==> config.mk <==
export PLATFORM = sky130hd
export DESIGN_NAME = lcd_pwr_seq
export DESIGN_NICKNAME = d
export VERILOG_FILES = /design/src/rtl/lcd_pwr_seq_pkg.sv /design/src/rtl/lcd_seq_script.sv /design/src/rtl/lcd_seq_timer.sv /design/src/rtl/lcd_seq_ctrl.sv /design/src/rtl/lcd_pwr_seq.sv
export SDC_FILE = /design/constraint.sdc
export NUM_CORES = 1
export LEC_CHECK = 0
export CAP_MARGIN = 20
export CORE_ASPECT_RATIO = 2
export CORE_MARGIN = 2
export CORE_UTILIZATION = 50
export DETAILED_ROUTE_END_ITERATION = 10
export GPL_ROUTABILITY_DRIVEN = 0
export GPL_TIMING_DRIVEN = 0
export PLACE_DENSITY = 0.85
export SYNTH_ARGS = -nofsm -noshare
export SYNTH_HDL_FRONTEND = slang
export SYNTH_SLANG_ARGS = --single-unit
export TNS_END_PERCENT = 10
==> constraint.sdc <==
create_clock -name clk -period 5.6 [get_ports clk]
set_clock_uncertainty 0.05 [all_clocks]
set_input_delay 1.4 -clock clk [delete_from_list [all_inputs] [get_ports clk]]
set_output_delay 1.4 -clock clk [all_outputs]
set_load 0.1 [all_outputs]
==> src/rtl/lcd_pwr_seq_pkg.sv <==
// Shared types and script layout for the LCD power sequencer.
// Assumes both scripts live in one index space: power-up first, power-down after.
package lcd_pwr_seq_pkg;

    typedef struct packed {
        logic [1:0]  len;    // payload byte count 0..2
        logic [7:0]  addr;   // controller register
        logic [15:0] data;   // payload, one-byte payloads in [7:0]
        logic        pause;  // timed wait after this step completes
    } step_t;

    localparam int STEPS     = 48;
    localparam int IDX_W     = $clog2(STEPS);
    localparam int UP_FIRST  = 0;
    localparam int NULL_LAST = 2;
    localparam int UP_LAST   = 43;
    localparam int DN_FIRST  = 44;
    localparam int DN_LAST   = 47;

    typedef enum logic [1:0] {ST_IDLE, ST_REQ, ST_GAP, ST_HOLD} seq_st_t;

    // Builds one script step.
    function automatic step_t mk(input logic [1:0] len, input logic [7:0] addr,
                                 input logic [15:0] data, input logic pause);
        step_t s;
        s.len   = len;
        s.addr  = addr;
        s.data  = data;
        s.pause = pause;
        return s;
    endfunction

endpackage

==> src/rtl/lcd_seq_script.sv <==
// Script store: maps a step index to its command. Pure combinational lookup.
// Assumes the index space laid out in lcd_pwr_seq_pkg.
module lcd_seq_script
    import lcd_pwr_seq_pkg::*;
(
    input  logic [IDX_W-1:0] idx,
    output step_t            step
);

    // Step lookup; the order of entries is the sequence the panel requires.
    always_comb begin
        step = mk(2'd0, 8'h00, 16'h0000, 1'b0);
        case (idx)
            6'd0, 6'd1, 6'd2: step = mk(2'd0, 8'h00, 16'h0000, 1'b1);
            6'd3:  step = mk(2'd1, 8'hB0, 16'h0017, 1'b0);
            6'd4:  step = mk(2'd1, 8'hBC, 16'h0080, 1'b0);
            6'd5:  step = mk(2'd1, 8'h3B, 16'h0000, 1'b0);
            6'd6:  step = mk(2'd1, 8'hB0, 16'h0016, 1'b0);
            6'd7:  step = mk(2'd2, 8'hB8, 16'hFFF9, 1'b0);
            6'd8:  step = mk(2'd0, 8'h11, 16'h0000, 1'b0);
            6'd9:  step = mk(2'd1, 8'hBA, 16'h0001, 1'b0);
            6'd10: step = mk(2'd1, 8'hBB, 16'h0000, 1'b0);
            6'd11: step = mk(2'd1, 8'h3A, 16'h0060, 1'b0);
            6'd12: step = mk(2'd1, 8'hBF, 16'h0010, 1'b0);
            6'd13: step = mk(2'd1, 8'hB1, 16'h0056, 1'b0);
            6'd14: step = mk(2'd1, 8'hB2, 16'h0033, 1'b0);
            6'd15, 6'd16: step = mk(2'd1, 8'hB3, 16'h0011, 1'b0);
            6'd17: step = mk(2'd1, 8'hB4, 16'h0002, 1'b0);
            6'd18: step = mk(2'd1, 8'hB5, 16'h002B, 1'b0);
            6'd19: step = mk(2'd1, 8'hB6, 16'h0040, 1'b0);
            6'd20: step = mk(2'd1, 8'hB7, 16'h0003, 1'b0);
            6'd21: step = mk(2'd1, 8'hB9, 16'h0004, 1'b0);
            6'd22: step = mk(2'd1, 8'hBD, 16'h0004, 1'b0);
            6'd23: step = mk(2'd1, 8'hBE, 16'h0000, 1'b0);
            6'd24: step = mk(2'd1, 8'hC0, 16'h0011, 1'b0);
            6'd25: step = mk(2'd1, 8'hC1, 16'h0011, 1'b0);
            6'd26: step = mk(2'd1, 8'hC2, 16'h0011, 1'b0);
            6'd27: step = mk(2'd2, 8'hC3, 16'h2040, 1'b0);
            6'd28: step = mk(2'd2, 8'hC4, 16'h60C0, 1'b0);
            6'd29: step = mk(2'd2, 8'hC5, 16'h1020, 1'b0);
            6'd30: step = mk(2'd2, 8'hC6, 16'h60C0, 1'b0);
            6'd31: step = mk(2'd2, 8'hC7, 16'h5533, 1'b0);
            6'd32: step = mk(2'd1, 8'hC8, 16'h0000, 1'b0);
            6'd33: step = mk(2'd1, 8'hC9, 16'h0000, 1'b0);
            6'd34: step = mk(2'd1, 8'hCA, 16'h0000, 1'b0);
            6'd35: step = mk(2'd2, 8'hEC, 16'h01F0, 1'b0);
            6'd36: step = mk(2'd1, 8'hCF, 16'h0002, 1'b0);
            6'd37: step = mk(2'd2, 8'hD0, 16'h0804, 1'b0);
            6'd38: step = mk(2'd1, 8'hD1, 16'h0001, 1'b0);
            6'd39: step = mk(2'd2, 8'hD2, 16'h0000, 1'b0);
            6'd40: step = mk(2'd2, 8'hD3, 16'h0D0E, 1'b0);
            6'd41: step = mk(2'd2, 8'hD4, 16'h11A4, 1'b0);
            6'd42: step = mk(2'd1, 8'hD5, 16'h000E, 1'b0);
            6'd43: step = mk(2'd0, 8'h29, 16'h0000, 1'b0);
            6'd44: step = mk(2'd0, 8'h28, 16'h0000, 1'b0);
            6'd45: step = mk(2'd2, 8'hB8, 16'h8002, 1'b0);
            6'd46: step = mk(2'd0, 8'h10, 16'h0000, 1'b0);
            6'd47: step = mk(2'd1, 8'hB0, 16'h0000, 1'b0);
            default: ;
        endcase
    end

endmodule

==> src/rtl/lcd_seq_timer.sv <==
// Wait timer: a start strobe loads CYCLES and the timer counts down to zero.
// Assumes start is only given while the timer is idle.
module lcd_seq_timer #(
    parameter int CYCLES = 1000
) (
    input  logic clk,
    input  logic rst_n,
    input  logic start,
    output logic busy
);

    localparam int CW = $clog2(CYCLES + 1);

    logic [CW-1:0] cnt;

    // Load on start, otherwise count down to zero.
    always_ff @(posedge clk) begin
        if (!rst_n)
            cnt <= '0;
        else if (start)
            cnt <= CW'(CYCLES);
        else if (cnt != '0)
            cnt <= cnt - 1'b1;
    end

    assign busy = (cnt != '0);

    // a new wait never starts on top of a running one
    assert_no_restart_R2: assert property (@(posedge clk) disable iff (!rst_n)
        start |-> (cnt == '0));

endmodule

==> src/rtl/lcd_seq_ctrl.sv <==
// Sequencer FSM: accepts start/stop, walks the script one step at a time,
// aborts on a null-phase fault, keeps a sticky fault and the on state.
// Assumes cmd_done_i is a one-cycle strobe that arrives only while cmd_req_o is high.
module lcd_seq_ctrl
    import lcd_pwr_seq_pkg::*;
(
    input  logic             clk,
    input  logic             rst_n,
    input  logic             start_up_i,
    input  logic             shut_down_i,
    input  logic             step_pause,
    input  logic             cmd_done_i,
    input  logic             cmd_fault_i,
    input  logic             tmr_busy,
    output logic [IDX_W-1:0] idx,
    output logic             cmd_req_o,
    output logic             tmr_start,
    output logic             busy_o,
    output logic             panel_on_o,
    output logic             fault_o
);

    seq_st_t state;
    logic    going_up;
    logic    at_last;
    logic    abort_now;

    // Step decode: last step of the running script, and null-phase abort.
    always_comb begin
        at_last   = going_up ? (idx == IDX_W'(UP_LAST)) : (idx == IDX_W'(DN_LAST));
        abort_now = cmd_fault_i && going_up && (idx <= IDX_W'(NULL_LAST));
        tmr_start = (state == ST_REQ) && cmd_done_i && step_pause && !abort_now && !at_last;
    end

    // Main sequencing state machine.
    always_ff @(posedge clk) begin
        if (!rst_n) begin
            state      <= ST_IDLE;
            idx        <= '0;
            going_up   <= 1'b0;
            panel_on_o <= 1'b0;
            fault_o    <= 1'b0;
        end else begin
            case (state)
                ST_IDLE: begin
                    if (start_up_i && !panel_on_o) begin
                        idx      <= IDX_W'(UP_FIRST);
                        going_up <= 1'b1;
                        fault_o  <= 1'b0;
                        state    <= ST_REQ;
                    end else if (shut_down_i && panel_on_o) begin
                        idx      <= IDX_W'(DN_FIRST);
                        going_up <= 1'b0;
                        fault_o  <= 1'b0;
                        state    <= ST_REQ;
                    end
                end
                ST_REQ: begin
                    if (cmd_done_i) begin
                        if (cmd_fault_i)
                            fault_o <= 1'b1;
                        if (abort_now) begin
                            state <= ST_IDLE;
                        end else if (at_last) begin
                            panel_on_o <= going_up;
                            state      <= ST_IDLE;
                        end else begin
                            idx   <= idx + 1'b1;
                            state <= step_pause ? ST_HOLD : ST_GAP;
                        end
                    end
                end
                ST_GAP:  state <= ST_REQ;
                ST_HOLD: if (!tmr_busy) state <= ST_REQ;
                default: state <= ST_IDLE;
            endcase
        end
    end

    assign cmd_req_o = (state == ST_REQ);
    assign busy_o    = (state != ST_IDLE);

    // an outstanding step stays posted until the writer completes it
    assert_hold_step_R6: assert property (@(posedge clk) disable iff (!rst_n)
        (cmd_req_o && !cmd_done_i) |=> (cmd_req_o && $stable(idx)));

    // after a done strobe the request drops before the next step
    assert_one_at_a_time_R6: assert property (@(posedge clk) disable iff (!rst_n)
        (cmd_req_o && cmd_done_i) |=> !cmd_req_o);

    // an accepted script starts with a clear fault flag
    assert_fault_clear_R10: assert property (@(posedge clk) disable iff (!rst_n)
        $rose(busy_o) |-> !fault_o);

endmodule

==> src/rtl/lcd_pwr_seq.sv <==
// Top of the LCD power sequencer: script store, wait timer and control FSM.
// Assumes a register writer that accepts one held request and answers with
// a done strobe plus fault flag. Waits are sized from CLK_HZ and WAIT_US.
module lcd_pwr_seq
    import lcd_pwr_seq_pkg::*;
#(
    parameter int CLK_HZ  = 100_000_000,
    parameter int WAIT_US = 1000
) (
    input  logic        clk,
    input  logic        rst_n,
    input  logic        start_up_i,
    input  logic        shut_down_i,
    output logic        cmd_req_o,
    output logic [7:0]  cmd_addr_o,
    output logic [1:0]  cmd_len_o,
    output logic [15:0] cmd_data_o,
    input  logic        cmd_done_i,
    input  logic        cmd_fault_i,
    output logic        busy_o,
    output logic        panel_on_o,
    output logic        fault_o
);

    localparam longint PROD      = longint'(CLK_HZ) * longint'(WAIT_US);
    localparam longint RAW_CYC   = (PROD + 64'd999_999) / 64'd1_000_000;
    localparam int     DELAY_CYC = (RAW_CYC < 1) ? 1 : int'(RAW_CYC);

    logic [IDX_W-1:0] idx;
    step_t            step;
    logic             tmr_start;
    logic             tmr_busy;

    lcd_seq_script u_script (
        .idx  (idx),
        .step (step)
    );

    lcd_seq_timer #(.CYCLES(DELAY_CYC)) u_timer (
        .clk   (clk),
        .rst_n (rst_n),
        .start (tmr_start),
        .busy  (tmr_busy)
    );

    lcd_seq_ctrl u_ctrl (
        .clk         (clk),
        .rst_n       (rst_n),
        .start_up_i  (start_up_i),
        .shut_down_i (shut_down_i),
        .step_pause  (step.pause),
        .cmd_done_i  (cmd_done_i),
        .cmd_fault_i (cmd_fault_i),
        .tmr_busy    (tmr_busy),
        .idx         (idx),
        .cmd_req_o   (cmd_req_o),
        .tmr_start   (tmr_start),
        .busy_o      (busy_o),
        .panel_on_o  (panel_on_o),
        .fault_o     (fault_o)
    );

    assign cmd_addr_o = step.addr;
    assign cmd_len_o  = step.len;
    assign cmd_data_o = step.data;

    // no write is posted while a timed wait is running
    assert_wait_blocks_req_R2: assert property (@(posedge clk) disable iff (!rst_n)
        tmr_busy |-> !cmd_req_o);

    // the panel turns on only on completion of the display-on command
    assert_on_after_final_R4: assert property (@(posedge clk) disable iff (!rst_n)
        $rose(panel_on_o) |-> $past(cmd_done_i && cmd_req_o && cmd_addr_o == 8'h29));

    // the panel turns off only on completion of the last power-down write
    assert_off_after_final_R5: assert property (@(posedge clk) disable iff (!rst_n)
        $fell(panel_on_o) |-> $past(cmd_done_i && cmd_req_o && cmd_addr_o == 8'hB0));

    // a start while on (no stop) is ignored
    assert_ignore_start_R9: assert property (@(posedge clk) disable iff (!rst_n)
        (!busy_o && panel_on_o && start_up_i && !shut_down_i) |=> !busy_o);

    // a stop while off (no start) is ignored
    assert_ignore_stop_R9: assert property (@(posedge clk) disable iff (!rst_n)
        (!busy_o && !panel_on_o && shut_down_i && !start_up_i) |=> !busy_o);

endmodule

==> out/metrics.cfg, run 1 <==
[worst_setup_path]
crit_required_ps=4150
criticalPathCategory=reg -> out
critPathMaxFanout=9
critical_path_arrival_ps=3830
startpoint_type=register
regToRegStartpoint=u_ctrl.idx[0]
rr_worst_depth=10
crit_path_end_kind=output pin
path_delay_family=buffers and inverters
r2r_slack_ps=2990
cp_slowest_stage_delay_ps=1010
critical_path_buf_inv_count=3
crit_slowest_cell=clkdlybuf4s50_1
cp_num_cells=9
worstPathCellList=inv_1, ha_1, clkbuf_1, or2_2, o22ai_1, o21bai_1, a2111oi_2, o2111ai_1, clkdlybuf4s50_1
r2r_end=u_timer.cnt[14]

[sta]
setup_violations=0
hold_violations=0
finalCritPeriodShare_pct=94.4
rsz0062_at_grt=false
worst_slew_pin_slew_ps=985
slew_violations=0
slew_headroom_pct=34.1
clock.fmax_ghz=0.189
setup_ws_ps=315
fin_setup_tns_ps=0
min_period_ps=5280

[routing]
ant_nets=0
first_pass_iters=6
drtIter0Drc=344
routedWlPerCell_um=20.3
dr_total_vias=3399
wl_um=9890
remaining_drc_errors=0
vias_per_cell=6.99

[clock_network]
clockBufferDepth=2
cts_buffers=3
hold_buffers=0
clk_pin_slew_ps=100
worstSkewPairLatency_ps=280
cts_resized=0
tritoncts=done
clockRootBuffer=clkbuf_8
cts_max_level=1
postCtsSetupRepairBufs=0
numClockSinks=28

[final_layout]
area_delta_synth_final_pct=18.0
mostFrequentLayoutCells=51 x nand2_1, 41 x nor2_1, 35 x clkdlybuf4s50_1
multi_input_area_um2=1930
seqCellArea_um2=561
final_common_cell=nand2_1
fin_nets=441
fillCellCount=467
drive_gt1_share_pct=5.37
antenna_cells=0

[power]
p_sw_share_pct=49.4
total_power_mw=1.03
p_sw_uw=511
seq_power_share_pct=28.9
internal_power_uw=522
clkPwrFrac_pct=12.3
leakage_nw=1.12
p_per_area_nw_per_um2=330
comb_power_share_pct=58.8
peakVddDrop_mv=0.319

[yosys]
synthTopCellsByArea=dfxtp_1 21%, nand2_1 7.2%, nor2_1 5.8%
synth.largest_area_cell=dfxtp_1
syn_inst=389
ys.flop_type=dfxtp_1
yosys_warnings=0
postSynthAreaPerCell_um2=6.83
async_flop_share_pct=0
yosysTopAreaCellShare_pct=21.1
netlist_area_um2=2660
synthDistinctLibCells=62
synth_nets=401
ys_ff_latch=28
ys_seq_area_share_pct=21.1
synth_edf_count=0

[worst_hold_path]
min_from=u_ctrl.state[0]
hold_class=reg -> reg
whs_path_depth=2
hold_path_end=u_ctrl.state[1]

[flow_run]
maxCapViolCount=0

[floorplanning]
top_level_ports=36
core_um2=5140
row_count=37
die_w_um=55.5
fp.dieH_um=107
start_util_pct=51.7
die_area_um2=5940

[grt]
grt_overflow=0
grt_antenna_before_repair=0
grt_max_degree=16
track_usage_pct=33.8
grt_pass1_wl_um=16000
grt_pass1_vias=3290

[placement]
place_ws_ps=747
place.detailed.hpwl_um=7320
place.port_buffers=35

[status]
status=finished clean

-- worst register-to-register path, cell delays in order (launching register included) --
cell and delay (ps):
dfxtp_1 380, inv_1 120, ha_1 150, clkbuf_1 390
nor3_1 170, a31oi_1 270, and3_1 190, clkbuf_1 260
nand2b_1 210, buf_2 240, nor2_1 70
-- worst max-delay path by stage --
stage | to | startpoint | slack, ps
global placement | cmd_len_o[0] | u_ctrl.idx[0] | 790
detailed placement | cmd_len_o[0] | u_ctrl.idx[0] | 750
global route | cmd_len_o[0] | u_ctrl.idx[0] | 160
floorplan | cmd_data_o[8] | u_ctrl.idx[0] | 500
CTS | cmd_len_o[0] | u_ctrl.idx[0] | 430
finish | cmd_len_o[0] | u_ctrl.idx[0] | 320
-- cell usage after synthesis, drive strengths merged (2+ instances only) --
cell,n
o21a,5
or2,5
o211ai,5
a22oi,2
a21oi,26
nor3,10
nand2b,12
o22ai,7
inv,9
or4,2
xnor2,5
nor3b,2
o21ai,29
nand4b,5
nand2,51
nor2,41
o31ai,4
and2,4
xor2,7
nor2b,14
dfxtp,28
nand3b,2
a211oi,4
o2111ai,2
clkbuf,17
nand3,14
nor4,6
ha,6
a32oi,5
or3,4
a31oi,7
nand4,8
buf,10
clkinv,2
mux2i,6
a21boi,5
-- layer usage --
metal  wire (µm)  GRT usage, %
met1        3250          32.1
met2        4750          58.8
met3         799          7.12
met4        1080          31.5
met5           0             0
-- flip-flops by register name, summed over array words and instances, names as in the netlist --
| signal | count |
|---|---|
| u_timer.cnt | 17 |
| u_ctrl.going_up | 1 |
| u_ctrl.state | 2 |
| u_ctrl.idx | 6 |
| u_ctrl.fault_o | 1 |
| u_ctrl.panel_on_o | 1 |
-- cell families after synthesis --
family	after synthesis	synth area share [%]
multiplexers	7	2.69
adder cells (fa/ha/maj)	6	2.83
XOR/XNOR	12	3.96
AO/OA/AOI/OAI	114	27.7
AND/OR/NAND/NOR	184	35.3
flip-flops	28	21.1
buffers and inverters	38	6.36
-- per-stage QoR --
stage	hold WS, ps	cell area, µm²	cells	utilization [%]
floorplan	400	2660	389	-
global route	462	3130	486	61.0
detailed placement	420	3080	482	59.9
global placement	416	3080	482	59.9
CTS	432	3130	486	61.0
finish	434	3130	486	61.0
-- area by class of cell --
| type | count | share of cell area [%] |
|---|---|---|
| Buffer | 27 | 4.07 |
| Clock buffer | 4 | 1.76 |
| Inverter | 11 | 1.32 |
| Multi-Input combinational cell | 323 | 61.5 |
| Sequential cell | 28 | 17.9 |
| Tap cell | 58 | 2.32 |
| Timing Repair Buffer | 35 | 11.2 |
-- power groups by stage --
stage	registers [mW]	logic, mW	clock network (mW)
finish	0.299	0.607	0.127
global route	0.305	0.654	0.135
CTS	0.297	0.594	0.128
detailed placement	0.301	0.588	0
global placement	0.300	0.570	0
floorplan	0.294	0.466	0
Note: power is estimated with default switching activity, not from simulation.
==> run 2: changes to the inputs <==
--- a/constraint.sdc
+++ b/constraint.sdc
@@ -3,3 +3,3 @@
 set_input_delay 1.4 -clock clk [delete_from_list [all_inputs] [get_ports clk]]
 set_output_delay 1.4 -clock clk [all_outputs]
-set_load 0.1 [all_outputs]
+set_load 0.02 [all_outputs]
==> run 2 against run 1 <==
Core utilization unchanged. Largest cell class unchanged. Non-clock buffer count unchanged. Critical path depth unchanged. First-iteration DRC count up 10%. Power down 8.9%. Largest power group unchanged. Global-route usage up 0.074 points. Register-to-register slack about the same. Die area unchanged. Via count down 1.2%.
==> out/metrics.cfg, run 2 (synthesis gave the netlist of run 1 again) <==
[final_layout]
area_delta_synth_final_pct=18.0
multi_input_area_um2=1930
seqCellArea_um2=561
fillCellCount=467
mostFrequentLayoutCells=51 x nand2_1, 41 x nor2_1, 35 x clkdlybuf4s50_1
largest_reg_flops=17
reg_top3=u_timer.cnt x17, u_ctrl.idx x6, u_ctrl.state x2
drive_gt1_share_pct=5.37
final_common_cell=nand2_1
fin_nets=441
antenna_cells=0
largest-register=u_timer.cnt

[worst_setup_path]
criticalPathCategory=reg -> out
path_delay_family=compound AO/OA/AOI/OAI gates
crit_required_ps=4150
startpoint_type=register
r2r_end=u_timer.cnt[13]
crit_slowest_cell=clkdlybuf4s50_1
critical_path_buf_inv_count=3
regToRegStartpoint=u_ctrl.idx[0]
crit_path_end_kind=output pin
r2r_slack_ps=3000
critPathMaxFanout=9
cp_slowest_stage_delay_ps=580
critical_path_arrival_ps=3380
rr_worst_depth=10
worstPathCellList=inv_1, ha_1, clkbuf_1, or2_2, o22ai_1, o21bai_1, a2111oi_2, o2111ai_1, clkdlybuf4s50_1

[grt]
grt_pass1_wl_um=16000
grt_overflow=0
track_usage_pct=33.9
grt_pass1_vias=3278
grt_max_degree=16
grt_antenna_before_repair=0

[floorplanning]
die_area_um2=5940
core_um2=5140
start_util_pct=51.7
die_w_um=55.5
top_level_ports=36
fp.dieH_um=107
row_count=37

[clock_network]
cts_resized=0
worstSkewPairLatency_ps=280
cts_buffers=3
clockBufferDepth=2
hold_buffers=0
clk_pin_slew_ps=100
numClockSinks=28
cts_max_level=1
postCtsSetupRepairBufs=0
tritoncts=done
clockRootBuffer=clkbuf_8

[routing]
routedWlPerCell_um=20.5
first_pass_iters=9
dr_total_vias=3358
drtIter0Drc=379
vias_per_cell=6.91
wl_um=9960
remaining_drc_errors=0
ant_nets=0

[sta]
fin_setup_tns_ps=0
clock.fmax_ghz=0.207
setup_violations=0
slew_violations=0
slew_headroom_pct=56.6
finalCritPeriodShare_pct=86.2
worst_slew_pin_slew_ps=645
min_period_ps=4830
setup_ws_ps=772
hold_violations=0
rsz0062_at_grt=false

[power]
p_per_area_nw_per_um2=300
total_power_uw=941
leakage_nw=1.12
peakVddDrop_mv=0.282

[placement]
place.port_buffers=35
place_ws_ps=1180
place.detailed.hpwl_um=7320

[flow_run]
maxCapViolCount=0

[worst_hold_path]
hold_class=reg -> reg
hold_path_end=u_ctrl.state[1]
whs_path_depth=2
min_from=u_ctrl.state[0]

[status]
status=finished clean

-- run 2: per-stage QoR --
stage | hold slack [ps] | utilization, % | std cells | area (µm²)
floorplan | 400 | - | 389 | 2660
global placement | 416 | 59.9 | 482 | 3080
detailed placement | 420 | 59.9 | 482 | 3080
CTS | 432 | 61.0 | 486 | 3130
global route | 462 | 61.0 | 486 | 3130
finish | 433 | 61.0 | 486 | 3130
-- run 2: area by class of cell --
class / instances / share of cell area, %
repair buffers: 35 / 11.2
well taps: 58 / 2.32
clock buffers: 4 / 1.76
inverters: 11 / 1.32
plain buffers: 27 / 4.07
multi-input cells: 323 / 61.5
flip-flops and latches: 28 / 17.9
-- run 2: tightest hold or removal path: stages, from the launching register on --
cell     delay [ps]
dfxtp_1         350
nand2_1          60
nor2_1           40
-- run 2: how the worst max path moves through the flow --
stage                        from            to  depth (start not counted)
finish              u_ctrl.idx[0]  cmd_len_o[0]                          9
global route        u_ctrl.idx[0]  cmd_len_o[0]                          9
CTS                 u_ctrl.idx[0]  cmd_len_o[0]                          9
detailed placement  u_ctrl.idx[0]  cmd_len_o[0]                          9
global placement    u_ctrl.idx[0]  cmd_len_o[0]                          9
floorplan           u_ctrl.idx[0]  cmd_len_o[0]                          8
-- run 2: per-layer routing --
layer	track usage [%]	routed length [µm]	up-vias	part of all wire [%]
li1	-	-	1495	-
met1	32.4	3190	1449	32
met5	0	0	-	0
met4	30.7	1150	0	12
met2	59.3	4700	297	47
met3	6.88	923	117	9.3
-- run 2: where the power goes --
| part | leakage (nW) | switching (mW) | internal (mW) |
|---|---|---|---|
| Combinational | 0.864 | 0.305 | 0.212 |
| Sequential | 0.230 | 0.0507 | 0.248 |
| Clock | 0.0288 | 0.0632 | 0.0630 |
